===== config.mk =====
export PLATFORM = sky130hd
export DESIGN_NAME = pwm_action_chan
export DESIGN_NICKNAME = d
export VERILOG_FILES = /design/src/rtl/pwm_action_pkg.sv /design/src/rtl/pwm_action_dp.sv /design/src/rtl/pwm_action_ctl.sv /design/src/rtl/pwm_action_chan.sv
export SDC_FILE = /design/constraint.sdc
export NUM_CORES = 1
export LEC_CHECK = 0
export ABC_CLOCK_PERIOD_IN_PS = 5800
export BUFFER_PORTS_ARGS = -buffer_cell sky130_fd_sc_hd__buf_2
export CORE_MARGIN = 4
export CORE_UTILIZATION = 55
export DETAILED_ROUTE_END_ITERATION = 10
export PLACE_DENSITY = 0.8
export SETUP_SLACK_MARGIN = 0.1
export SLEW_MARGIN = 20
export SYNTH_ARGS = -nofsm -noshare
export SYNTH_HDL_FRONTEND = slang
export SYNTH_HIERARCHICAL = 1
export SYNTH_SLANG_ARGS = --single-unit
export TNS_END_PERCENT = 10

===== constraint.sdc =====
create_clock -name clk -period 5.8 [get_ports clk]
set_input_delay 0.29 -clock clk [delete_from_list [all_inputs] [get_ports clk]]
set_output_delay 0.29 -clock clk [all_outputs]
set_load 0.03 [all_outputs]

===== src/rtl/pwm_action_pkg.sv =====
package pwm_action_pkg;

  localparam int EVT_N  = 4;                 // events per output
  localparam int ACT_W  = 2;                 // bits per action code
  localparam int SLICE_W = EVT_N * ACT_W;    // table bits per output

  typedef enum logic [ACT_W-1:0] {
    ACT_NONE = 2'b00,
    ACT_CLR  = 2'b01,
    ACT_SET  = 2'b10,
    ACT_TGL  = 2'b11
  } act_e;

  // qualified events handed from the datapath to the control
  typedef struct packed {
    logic zero;
    logic prd;
    logic cmpA;
    logic cmpB;
  } evtStrb_t;

  localparam logic [1:0] ADR_CMPA = 2'd0;
  localparam logic [1:0] ADR_CMPB = 2'd1;
  localparam logic [1:0] ADR_ACT  = 2'd2;
  localparam logic [1:0] ADR_SHD  = 2'd3;

  // lowest priority first, later hits overwrite earlier ones
  function automatic act_e pickAct(evtStrb_t e, logic [SLICE_W-1:0] tbl);
    act_e res;
    res = ACT_NONE;
    if (e.cmpB && tbl[7:6] != 2'b00) res = act_e'(tbl[7:6]);
    if (e.cmpA && tbl[5:4] != 2'b00) res = act_e'(tbl[5:4]);
    if (e.prd  && tbl[3:2] != 2'b00) res = act_e'(tbl[3:2]);
    if (e.zero && tbl[1:0] != 2'b00) res = act_e'(tbl[1:0]);
    return res;
  endfunction

  function automatic logic applyAct(act_e a, logic cur);
    logic nxt;
    case (a)
      ACT_CLR: nxt = 1'b0;
      ACT_SET: nxt = 1'b1;
      ACT_TGL: nxt = ~cur;
      default: nxt = cur;
    endcase
    return nxt;
  endfunction

endpackage


===== src/rtl/pwm_action_dp.sv =====
module pwm_action_dp
  import pwm_action_pkg::*;
#(
  parameter int CntW = 16
) (
  input  logic            clk,
  input  logic            rstN,
  input  logic [CntW-1:0] cntVal,
  input  logic            tickEn,
  input  logic            zeroEvt,
  input  logic            prdEvt,
  input  logic            wrEn,
  input  logic [1:0]      wrAddr,
  input  logic [CntW-1:0] wrData,
  output evtStrb_t        evt,
  output logic            matchA,
  output logic            matchB
);

  localparam int NumCmp = 2;

  logic [NumCmp-1:0] shdEn;
  logic [NumCmp-1:0] hit;
  logic              zeroTick;

  assign zeroTick = tickEn & zeroEvt;

  always_ff @(posedge clk or negedge rstN) begin
    if (!rstN)                            shdEn <= '0;
    else if (wrEn && wrAddr == ADR_SHD)   shdEn <= wrData[NumCmp-1:0];
  end

  for (genvar g = 0; g < NumCmp; g++) begin : gCmp
    logic [CntW-1:0] holdVal;
    logic [CntW-1:0] liveVal;
    logic            wrHit;

    assign wrHit = wrEn && (wrAddr == 2'(g));

    always_ff @(posedge clk or negedge rstN) begin
      if (!rstN) begin
        holdVal <= '0;
        liveVal <= '0;
      end else begin
        if (wrHit) holdVal <= wrData;
        if (wrHit && !shdEn[g])          liveVal <= wrData;
        else if (shdEn[g] && zeroTick)   liveVal <= holdVal;
      end
    end

    assign hit[g] = tickEn && (cntVal == liveVal);
  end

  always_ff @(posedge clk or negedge rstN) begin
    if (!rstN) begin
      matchA <= 1'b0;
      matchB <= 1'b0;
    end else begin
      matchA <= hit[0];
      matchB <= hit[1];
    end
  end

  always_comb begin
    evt.zero = zeroTick;
    evt.prd  = tickEn & prdEvt;
    evt.cmpA = hit[0];
    evt.cmpB = hit[1];
  end

endmodule


===== src/rtl/pwm_action_ctl.sv =====
module pwm_action_ctl
  import pwm_action_pkg::*;
#(
  parameter int NumOut = 2,
  parameter int CntW   = 16,
  localparam int TblW  = NumOut * SLICE_W
) (
  input  logic              clk,
  input  logic              rstN,
  input  evtStrb_t          evt,
  input  logic              wrEn,
  input  logic [1:0]        wrAddr,
  input  logic [CntW-1:0]   wrData,
  output logic [NumOut-1:0] pwmOut,
  output logic [TblW-1:0]   actTbl
);

  always_ff @(posedge clk or negedge rstN) begin
    if (!rstN)                           actTbl <= '0;
    else if (wrEn && wrAddr == ADR_ACT)  actTbl <= wrData[TblW-1:0];
  end

  for (genvar o = 0; o < NumOut; o++) begin : gOut
    logic [SLICE_W-1:0] slice;
    act_e               act;
    logic               outQ;

    assign slice = actTbl[o*SLICE_W +: SLICE_W];
    assign act   = pickAct(evt, slice);

    always_ff @(posedge clk or negedge rstN) begin
      if (!rstN) outQ <= 1'b0;
      else       outQ <= applyAct(act, outQ);
    end

    assign pwmOut[o] = outQ;
  end

endmodule


===== src/rtl/pwm_action_chan.sv =====
module pwm_action_chan
  import pwm_action_pkg::*;
#(
  parameter int NumOut = 2,
  parameter int CntW   = 16,
  localparam int TblW  = NumOut * SLICE_W
) (
  input  logic              clk,
  input  logic              rstN,
  input  logic [CntW-1:0]   cntVal,
  input  logic              tickEn,
  input  logic              zeroEvt,
  input  logic              prdEvt,
  input  logic              wrEn,
  input  logic [1:0]        wrAddr,
  input  logic [CntW-1:0]   wrData,
  output logic [NumOut-1:0] pwmOut,
  output logic              matchA,
  output logic              matchB
);

  evtStrb_t        evt;
  logic [TblW-1:0] actTbl;

  pwm_action_dp #(.CntW(CntW)) uDp (
    .clk(clk), .rstN(rstN), .cntVal(cntVal), .tickEn(tickEn),
    .zeroEvt(zeroEvt), .prdEvt(prdEvt), .wrEn(wrEn), .wrAddr(wrAddr),
    .wrData(wrData), .evt(evt), .matchA(matchA), .matchB(matchB)
  );

  pwm_action_ctl #(.NumOut(NumOut), .CntW(CntW)) uCtl (
    .clk(clk), .rstN(rstN), .evt(evt), .wrEn(wrEn), .wrAddr(wrAddr),
    .wrData(wrData), .pwmOut(pwmOut), .actTbl(actTbl)
  );

endmodule


==> results_tabular.tex, run 1 <==
\begin{tabular}{lr}
\hline
Metric & Value \\
\hline
\multicolumn{2}{l}{\textbf{Placed design}} \\
Post-placement setup slack & 3475 ps \\
Count of input and output buffers & 43 \\
Placed standard-cell area & 4223 µm² \\
GP Congestion & 0.8784 \\
Detailed-placement wirelength estimate & 6.103 mm \\
\multicolumn{2}{l}{\textbf{Power}} \\
Leakage & 2.079 nW \\
Largest voltage drop on the vdd net & 235.1 µV \\
Power Density & 380.5 nW/µm² \\
\multicolumn{2}{l}{\textbf{Floorplan}} \\
Number of top-level pins & 44 \\
Row count & 30 \\
Horizontal die dimension & 93.46 µm \\
Core area & 6944 µm² \\
Die H & 93.46 µm \\
Die ar. & 8734 µm² \\
Starting utilization of the core area & 0.5784 \\
\multicolumn{2}{l}{\textbf{Route}} \\
Remaining DRCs & 0 \\
Detailed Route WL & 9.162 mm \\
Vias per std cell & 5.765 \\
Number of routed nets with antenna violations & 0 \\
Number of iterations in the first detailed-routing pass & 4 \\
Wirelength per Cell & 19.58 µm \\
Total vias in the final route & 2,698 \\
Drt first-iter violations & 196 \\
\multicolumn{2}{l}{\textbf{Final layout}} \\
Most common cell after layout, fill and taps aside & sky130\_fd\_sc\_hd\_\_dfrtp\_1 \\
Layout cells sized above 1 & 0.3118 \\
Total of fill cells in the finished design & 550 \\
Post-layout instance area & 4449 µm² \\
Highest-count cells in the layout ignoring fill and taps & sky130\_fd\_sc\_hd\_\_dfrtp\_1, sky130\_fd\_sc\_hd\_\_nand2\_1, sky130\_fd\_sc\_hd\_\_buf\_2 \\
Diode insertion count for antenna repair & 0 \\
Area overhead of the layout relative to synthesis & 10.78\% \\
Final net count & 407 \\
\multicolumn{2}{l}{\textbf{Timing}} \\
Final Critical Period & 2317 ps \\
Highest attainable clock frequency & 431.6 MHz \\
Setup skew after layout & 9.120 ps \\
Max-slew headroom at the worst pin & 0.3254 \\
Final setup violation count & 0 \\
Worst Slack Setup Final & 3483 ps \\
Setup TNS & 0 ps \\
Max Transition Viols Final & 0 \\
Worst Hold Margin & -20.05 ps \\
Measured slew at the worst slew-check pin & 1012 ps \\
Final period utilization & 0.3995 \\
RSZ-0062 raised after global routing & false \\
Final Hold Violating Endpoints & 25 \\
\multicolumn{2}{l}{\textbf{Synthesis}} \\
Area of the mapped netlist & 4016 µm² \\
Fraction of the yosys area taken by sequential cells & 0.5358 \\
Warnings, synthesis & 6 \\
Mapped Cells & 327 \\
Number of library cell types mapped by synthesis & 34 \\
Number of register bits inferred by synthesis & 86 \\
Mapped Avg Cell Area & 12.28 µm² \\
Post-synth net total & 367 \\
\multicolumn{2}{l}{\textbf{CTS}} \\
CTS tree & yes \\
H-tree lvl count & 3 \\
Clock Sink Count & 86 \\
Clk root buf & sky130\_fd\_sc\_hd\_\_clkbuf\_8 \\
Post-CTS setup buffer count & 0 \\
TritonCTS Buffers & 9 \\
Clock insertion delay at the later pin of the skew report & 350 ps \\
Register clock-pin slew on the reported worst setup and hold paths & 80 ps \\
Number of cells upsized or downsized after cts & 0 \\
Maximum number of buffers from clock root to sink & 2 \\
CTS Hold Bufs & 0 \\
\multicolumn{2}{l}{\textbf{Global route}} \\
Total routing usage reported by global routing & 0.2255 \\
Initial antenna violation count & 0 \\
Maximum number of pins on one net before global-route repair & 87 \\
Global-route wire length before repair & 14.77 mm \\
Vias in the first global route & 2,746 \\
Residual overflow from global routing & 0 \\
\multicolumn{2}{l}{\textbf{Status}} \\
Status & complete, but fails checks \\
Violated checks & hold timing \\
\multicolumn{2}{l}{\textbf{Critical path}} \\
Data arrival at the endpoint of the critical path & 2610 ps \\
Kind of critical path & reg -> reg \\
Largest driver fanout on the critical path & 5 \\
Crit. End Element & flip-flop \\
Data required time of the worst path & 6100 ps \\
Startpoint class of the critical path & flip-flop \\
\multicolumn{2}{l}{\textbf{Flow run}} \\
Reported max-cap violation count & 0 \\
\multicolumn{2}{l}{\textbf{Worst hold path}} \\
Path category of the worst min-delay check & in -> async \\
\hline
\end{tabular}
-- metal layers --
layer / vias up / part of all wire / GRT usage
met3: 9 / 0.049 / 0.03862
met5: - / 0 / 0
li1: 1233 / - / -
met1: 1383 / 0.45 / 0.3173
met2: 73 / 0.49 / 0.3574
met4: 0 / 0.011 / 0.06960
-- flip-flops by register name, indices dropped and copies added, names as in the netlist --
name and flops:
uCtl/actTbl 16, uDp/matchA 1, uDp/gCmp.liveVal 32, uCtl/gOut.outQ 2, uDp/shdEn 2, uDp/matchB 1, uDp/gCmp.holdVal 32
-- path summary, 6_finish.rpt --
check	depth (start not counted)	slack, ps	start	end
worst max-delay path	7	3480	uDp/gCmp[0].liveVal[12]$_DFFE_PN0P_	uCtl/gOut[1].outQ$_DFFE_PN0P_
worst min-delay path	1	-20	rstN	uCtl/actTbl[9]$_DFFE_PN0P_
worst max register to register	7	3480	uDp/gCmp[0].liveVal[12]$_DFFE_PN0P_	uCtl/gOut[1].outQ$_DFFE_PN0P_
worst min register to register	2	510	uDp/gCmp[0].liveVal[14]$_DFFE_PN0P_	uDp/gCmp[0].liveVal[14]$_DFFE_PN0P_
max in group asynchronous	1	5310	rstN	uDp/gCmp[0].holdVal[1]$_DFFE_PN0P_
min in group clk	3	210	wrData[4]	uDp/gCmp[1].liveVal[4]$_DFFE_PN0P_
-- report_power, final --
| part | internal, mW | switching, mW |
|---|---|---|
| clock | 0.255 | 0.213 |
| combinational | 0.182 | 0.187 |
| sequential | 0.748 | 0.108 |
-- critical path, stage by stage (launching register included) --
cell	delay, ps
sky130_fd_sc_hd__dfrtp_1	400
sky130_fd_sc_hd__xor2_1	160
sky130_fd_sc_hd__nor4_1	370
sky130_fd_sc_hd__nand4_1	130
sky130_fd_sc_hd__nor4_1	660
sky130_fd_sc_hd__a222oi_1	250
sky130_fd_sc_hd__o21ai_0	110
sky130_fd_sc_hd__o211a_1	170
-- per-stage QoR --
step	util	std cells	hold WS (ps)	total power, mW
final	0.6407	468	-20.05	1.693
after CTS	0.6402	468	153.2	1.697
after global routing	0.6407	468	35.74	1.776
after global placement	0.6081	452	479.7	1.204
after detailed placement	0.6081	452	485.0	1.225
after floorplan	-	327	-5.591	1.115
-- synthesized netlist by cell type --
master	number	share of area
sky130_fd_sc_hd__dfrtp_1	86	0.54
sky130_fd_sc_hd__nand2_1	71	0.066
sky130_fd_sc_hd__mux2_2	40	0.11
sky130_fd_sc_hd__a22oi_1	32	0.060
sky130_fd_sc_hd__xnor2_1	24	0.052
sky130_fd_sc_hd__mux2_4	10	0.037
sky130_fd_sc_hd__buf_6	8	0.022
sky130_fd_sc_hd__nand4_1	8	0.012
sky130_fd_sc_hd__xor2_1	8	0.017
sky130_fd_sc_hd__buf_4	6	0.011
sky130_fd_sc_hd__nor4_1	4	0.0062
sky130_fd_sc_hd__and3_1	3	0.0047
sky130_fd_sc_hd__a21oi_1	2	0.0025
sky130_fd_sc_hd__a32oi_1	2	0.0044
sky130_fd_sc_hd__and2_1	2	0.0031
sky130_fd_sc_hd__inv_1	2	0.0019
sky130_fd_sc_hd__nand3_1	2	0.0025
sky130_fd_sc_hd__a21o_1	1	0.0019
sky130_fd_sc_hd__a222oi_1	1	0.0025
sky130_fd_sc_hd__a31oi_1	1	0.0016
sky130_fd_sc_hd__a32o_1	1	0.0025
sky130_fd_sc_hd__and4bb_1	1	0.0031
sky130_fd_sc_hd__clkbuf_1	1	0.00093
sky130_fd_sc_hd__nand2_2	1	0.0016
sky130_fd_sc_hd__nand2b_1	1	0.0016
sky130_fd_sc_hd__nand3b_2	1	0.0028
sky130_fd_sc_hd__nand3b_4	1	0.0050
sky130_fd_sc_hd__nor2_4	1	0.0028
sky130_fd_sc_hd__nor2_8	1	0.0050
sky130_fd_sc_hd__nor3b_4	1	0.0047
sky130_fd_sc_hd__nor4b_4	1	0.0059
sky130_fd_sc_hd__o211a_1	1	0.0025
sky130_fd_sc_hd__o211ai_1	1	0.0019
sky130_fd_sc_hd__o21ai_0	1	0.0012
-- cells by family after synthesis --
family,Yosys count,synth area share
AND/OR/NAND/NOR,99,0.1277
flip-flops,86,0.5358
buffers and inverters,17,0.03645
multiplexers,50,0.1495
AO/OA/AOI/OAI,43,0.08069
XOR/XNOR,32,0.06978
-- cell type report --
cell class | count | area, µm² | area share
Sequential cell | 86 | 2152 | 0.4837
Inverter | 2 | 7.507 | 0.001687
Multi-Input combinational cell | 224 | 1718 | 0.3861
Tap cell | 96 | 120.1 | 0.02700
Clock inverter | 5 | 81.33 | 0.01828
Timing Repair Buffer | 44 | 229.0 | 0.05146
Clock buffer | 11 | 141.4 | 0.03178
(Power assumes the default switching activity.)
==> run 2, diff against run 1 <==
Settings changed: ABC_AREA from default to 1, ABC_CLOCK_PERIOD_IN_PS 5800 to 2360, PLACE_DENSITY 0.8 to 0.79.
Clock period 5.8 ns to 2.36 ns, I/O delays scaled along.
==> run 2 against run 1 <==
Against the previous run:
- the run now ends clean
- die area increased by 3.9%
- setup slack worse by 3100 ps
- combinational power rose by 140%
- register-to-register slack got worse by 3100 ps
- sequential power increased by 130%
- clock power rose to 2.5 times the previous value
- total power grew 140%
- synthesized area up 4.2%
- critical path type unchanged
- hold slack gained 53 ps
- clock skew grew 5.2 ps
==> results_tabular.tex, run 2 <==
\begin{tabular}{lr}
\hline
Metric & Value \\
\hline
\multicolumn{2}{l}{\textbf{Critical path}} \\
Startpoint class of the critical path & flip-flop \\
Crit. End Element & flip-flop \\
FF-to-FF setup slack & 400 ps \\
Depth of the worst register-to-register path & 13 \\
Critical R2R Launch & uDp/gCmp[0].liveVal[12]\$\_DFFE\_PN0P\_ \\
Data arrival at the endpoint of the critical path & 2220 ps \\
Largest driver fanout on the critical path & 6 \\
Data required time of the worst path & 2620 ps \\
Kind of critical path & reg -> reg \\
Crit Reg-Reg Endpoint & uCtl/gOut[1].outQ\$\_DFFE\_PN0P\_ \\
\multicolumn{2}{l}{\textbf{Final layout}} \\
Footprint of the multi-input gates & 1678 µm² \\
Non-filler instance count after layout & 650 \\
Layout cells sized above 1 & 0.1633 \\
Most common cell after layout, fill and taps aside & sky130\_fd\_sc\_hd\_\_nand2\_1 \\
Area overhead of the layout relative to synthesis & 13.00\% \\
Total of fill cells in the finished design & 630 \\
Final net count & 586 \\
Largest registers & uDp/gCmp.holdVal: 32 flops, uDp/gCmp.liveVal: 32 flops, uCtl/actTbl: 16 flops \\
Diode insertion count for antenna repair & 0 \\
Combined flip-flop and latch cell area & 2152 µm² \\
Highest-count cells in the layout ignoring fill and taps & sky130\_fd\_sc\_hd\_\_nand2\_1, sky130\_fd\_sc\_hd\_\_dfrtp\_1, sky130\_fd\_sc\_hd\_\_inv\_1 \\
\multicolumn{2}{l}{\textbf{Placed design}} \\
Detailed-placement wirelength estimate & 7.436 mm \\
Post-placement setup slack & 472.5 ps \\
GP Congestion & 0.8813 \\
Placed Instances & 633 \\
Count of input and output buffers & 43 \\
\multicolumn{2}{l}{\textbf{Power}} \\
Proportion of power drawn by flip-flops and latches & 0.491 \\
Net switching power & 1.310 mW \\
Internal & 2.762 mW \\
Switching part of the total & 0.3217 \\
Part of the power in the clock network & 0.289 \\
Largest voltage drop on the vdd net & 504.3 µV \\
Power Density & 860.7 nW/µm² \\
Post-layout power & 4.072 mW \\
Leakage & 2.430 nW \\
Power share of the combinational group & 0.219 \\
\multicolumn{2}{l}{\textbf{Route}} \\
Remaining DRCs & 0 \\
Drt first-iter violations & 274 \\
Met2 routed wirelength & 5.080 mm \\
Wirelength per Cell & 16.62 µm \\
Number of iterations in the first detailed-routing pass & 5 \\
Total vias in the final route & 3,566 \\
Top layer used by detailed routing & met4 \\
Vias per std cell & 5.486 \\
Detailed Route WL & 10.80 mm \\
Number of routed nets with antenna violations & 0 \\
Wire length on met3 & 826 µm \\
Wl on met1 & 4.663 mm \\
\multicolumn{2}{l}{\textbf{Synthesis}} \\
Main flop type after synthesis & sky130\_fd\_sc\_hd\_\_dfrtp\_1 \\
Number of register bits inferred by synthesis & 86 \\
Number of library cell types mapped by synthesis & 30 \\
Warnings, synthesis & 6 \\
Post-synth net total & 541 \\
Most repeated cell in the gate-level netlist after synthesis & sky130\_fd\_sc\_hd\_\_nand2\_1 \\
Count of flip-flops with a built-in enable after synthesis & 0 \\
Async S/R FF share, synth & 1.000 \\
Post-synthesis cell type with the largest combined area & sky130\_fd\_sc\_hd\_\_dfrtp\_1 \\
Mapped Avg Cell Area & 8.356 µm² \\
Fraction of the yosys area taken by sequential cells & 0.5140 \\
Share of the synthesized area in the top cell type & 0.5140 \\
Synth cell count leaders & sky130\_fd\_sc\_hd\_\_nand2\_1, sky130\_fd\_sc\_hd\_\_dfrtp\_1, sky130\_fd\_sc\_hd\_\_inv\_1 \\
Dominant cells by area after synthesis & sky130\_fd\_sc\_hd\_\_dfrtp\_1, sky130\_fd\_sc\_hd\_\_nand2\_1, sky130\_fd\_sc\_hd\_\_inv\_1 \\
Area of the mapped netlist & 4187 µm² \\
Mapped Cells & 501 \\
\multicolumn{2}{l}{\textbf{Floorplan}} \\
Row count & 31 \\
Starting utilization of the core area & 0.5711 \\
Number of top-level pins & 44 \\
Die ar. & 9072 µm² \\
Core area & 7331 µm² \\
Die H & 95.25 µm \\
Horizontal die dimension & 95.25 µm \\
\multicolumn{2}{l}{\textbf{CTS}} \\
Clock Sink Count & 86 \\
Register clock-pin slew on the reported worst setup and hold paths & 100 ps \\
Clk root buf & sky130\_fd\_sc\_hd\_\_clkbuf\_8 \\
Clock insertion delay at the later pin of the skew report & 360 ps \\
TritonCTS Buffers & 9 \\
Number of cells upsized or downsized after cts & 0 \\
H-tree lvl count & 3 \\
Maximum number of buffers from clock root to sink & 2 \\
CTS tree & yes \\
\multicolumn{2}{l}{\textbf{Worst hold path}} \\
Hold path startpoint & wrData[3] \\
Path category of the worst min-delay check & in -> reg \\
Number of instances on the worst hold path & 2 \\
Endpoint, Worst Hold & uCtl/actTbl[3]\$\_DFFE\_PN0P\_ \\
\multicolumn{2}{l}{\textbf{Timing}} \\
Worst Hold Margin & 32.89 ps \\
Final Hold Violating Endpoints & 0 \\
Max-slew headroom at the worst pin & 0.5120 \\
RSZ-0062 raised after global routing & false \\
Setup TNS & 0 ps \\
Final setup violation count & 0 \\
Setup skew after layout & 14.30 ps \\
Final Critical Period & 1956 ps \\
Max Transition Viols Final & 0 \\
Measured slew at the worst slew-check pin & 731.9 ps \\
Highest attainable clock frequency & 511.1 MHz \\
Worst Slack Setup Final & 403.6 ps \\
Final period utilization & 0.8290 \\
\multicolumn{2}{l}{\textbf{Global route}} \\
Initial antenna violation count & 0 \\
Residual overflow from global routing & 0 \\
Total routing usage reported by global routing & 0.2579 \\
Global-route wire length before repair & 17.58 mm \\
Maximum number of pins on one net before global-route repair & 58 \\
Vias in the first global route & 3,458 \\
\multicolumn{2}{l}{\textbf{Flow run}} \\
Reported max-cap violation count & 0 \\
\multicolumn{2}{l}{\textbf{Status}} \\
Status & completed \\
\hline
\end{tabular}
## run 2: cell types whose count changed after synthesis, moves of 6 or more
cell | before | now
sky130_fd_sc_hd__nand2_1 | 71 | 171
sky130_fd_sc_hd__mux2_2 | 40 | 10
sky130_fd_sc_hd__o21ai_0 | 1 | 41
sky130_fd_sc_hd__nand4_1 | 8 | 1
sky130_fd_sc_hd__a22oi_1 | 32 | 8
sky130_fd_sc_hd__o211ai_1 | 1 | 22
sky130_fd_sc_hd__xnor2_1 | 24 | 1
sky130_fd_sc_hd__nor2_1 | 0 | 25
sky130_fd_sc_hd__nand3_1 | 2 | 14
sky130_fd_sc_hd__o22ai_1 | 0 | 6
sky130_fd_sc_hd__inv_1 | 2 | 68
sky130_fd_sc_hd__buf_6 | 8 | 1
## run 2: routing by layer
metal | GRT usage | vias to the layer above
met5 | 0 | -
met4 | 0.09495 | 0
met3 | 0.04025 | 14
met2 | 0.4117 | 144
met1 | 0.3568 | 1728
li1 | - | 1680
## run 2: area by class of cell
type,count,area share
tap,99,0.02618
multi-input combinational,329,0.3547
sequential,86,0.4549
inverter,70,0.05554
clock inverter,7,0.02222
clock buffer,9,0.02618
timing repair buffer,50,0.06030
## run 2: how the worst max path moves through the flow
stage | from | endpoint | slack (ps) | depth (start not counted)
2_1_floorplan | uDp/gCmp[0].liveVal[10]$_DFFE_PN0P_ | uCtl/gOut[1].outQ$_DFFE_PN0P_ | 910 | 14
3_3_place_gp | uDp/gCmp[0].liveVal[10]$_DFFE_PN0P_ | uCtl/gOut[1].outQ$_DFFE_PN0P_ | 560 | 14
3_5_place_dp | uDp/gCmp[0].liveVal[12]$_DFFE_PN0P_ | uCtl/gOut[1].outQ$_DFFE_PN0P_ | 470 | 13
4_1_cts | uDp/gCmp[0].liveVal[10]$_DFFE_PN0P_ | uCtl/gOut[1].outQ$_DFFE_PN0P_ | 460 | 14
5_1_grt | uDp/gCmp[0].liveVal[10]$_DFFE_PN0P_ | uCtl/gOut[1].outQ$_DFFE_PN0P_ | 300 | 14
6_report | uDp/gCmp[0].liveVal[12]$_DFFE_PN0P_ | uCtl/gOut[1].outQ$_DFFE_PN0P_ | 400 | 13
## run 2: cells by family after synthesis
group | after synthesis | synth area share
mux | 16 | 0.04842
flops | 86 | 0.5140
compound gates | 91 | 0.1318
xor+xnor | 4 | 0.008370
simple gates | 218 | 0.2122
buf+inv | 86 | 0.08517
## run 2: power groups by stage
stage	sequential (mW)	combinational [mW]	clock, mW
global placement	2.00	0.851	0
floorplan	1.96	0.651	0
global route	2.04	1.02	1.26
CTS	2.00	0.893	1.20
finish	2.00	0.894	1.18
detailed placement	2.02	0.879	0
## run 2: through the flow
stage	util	area, µm²
2_1_floorplan	-	4187
3_3_place_gp	0.6127	4492
3_5_place_dp	0.6127	4492
4_1_cts	0.6453	4731
5_1_grt	0.6453	4731
6_report	0.6453	4731
## run 2: repair_timing
action | in CTS | in global routing
setup buffers | 0 | 0
hold endpoints to repair | 56 | 0
hold buffers | 1 | 0
## run 2: worst max-delay path, stage by stage, from the launching register on
cell	delay [ps]
sky130_fd_sc_hd__dfrtp_1	370
sky130_fd_sc_hd__inv_1	60
sky130_fd_sc_hd__a21boi_0	160
sky130_fd_sc_hd__nand2_1	70
sky130_fd_sc_hd__nor2_1	190
sky130_fd_sc_hd__nand3_1	110
sky130_fd_sc_hd__nor2_1	380
sky130_fd_sc_hd__nand2_1	150
sky130_fd_sc_hd__nand3_1	90
sky130_fd_sc_hd__nand3_1	70
sky130_fd_sc_hd__nand2_1	70
sky130_fd_sc_hd__nand2_1	50
sky130_fd_sc_hd__nand2_1	60
sky130_fd_sc_hd__inv_1	30
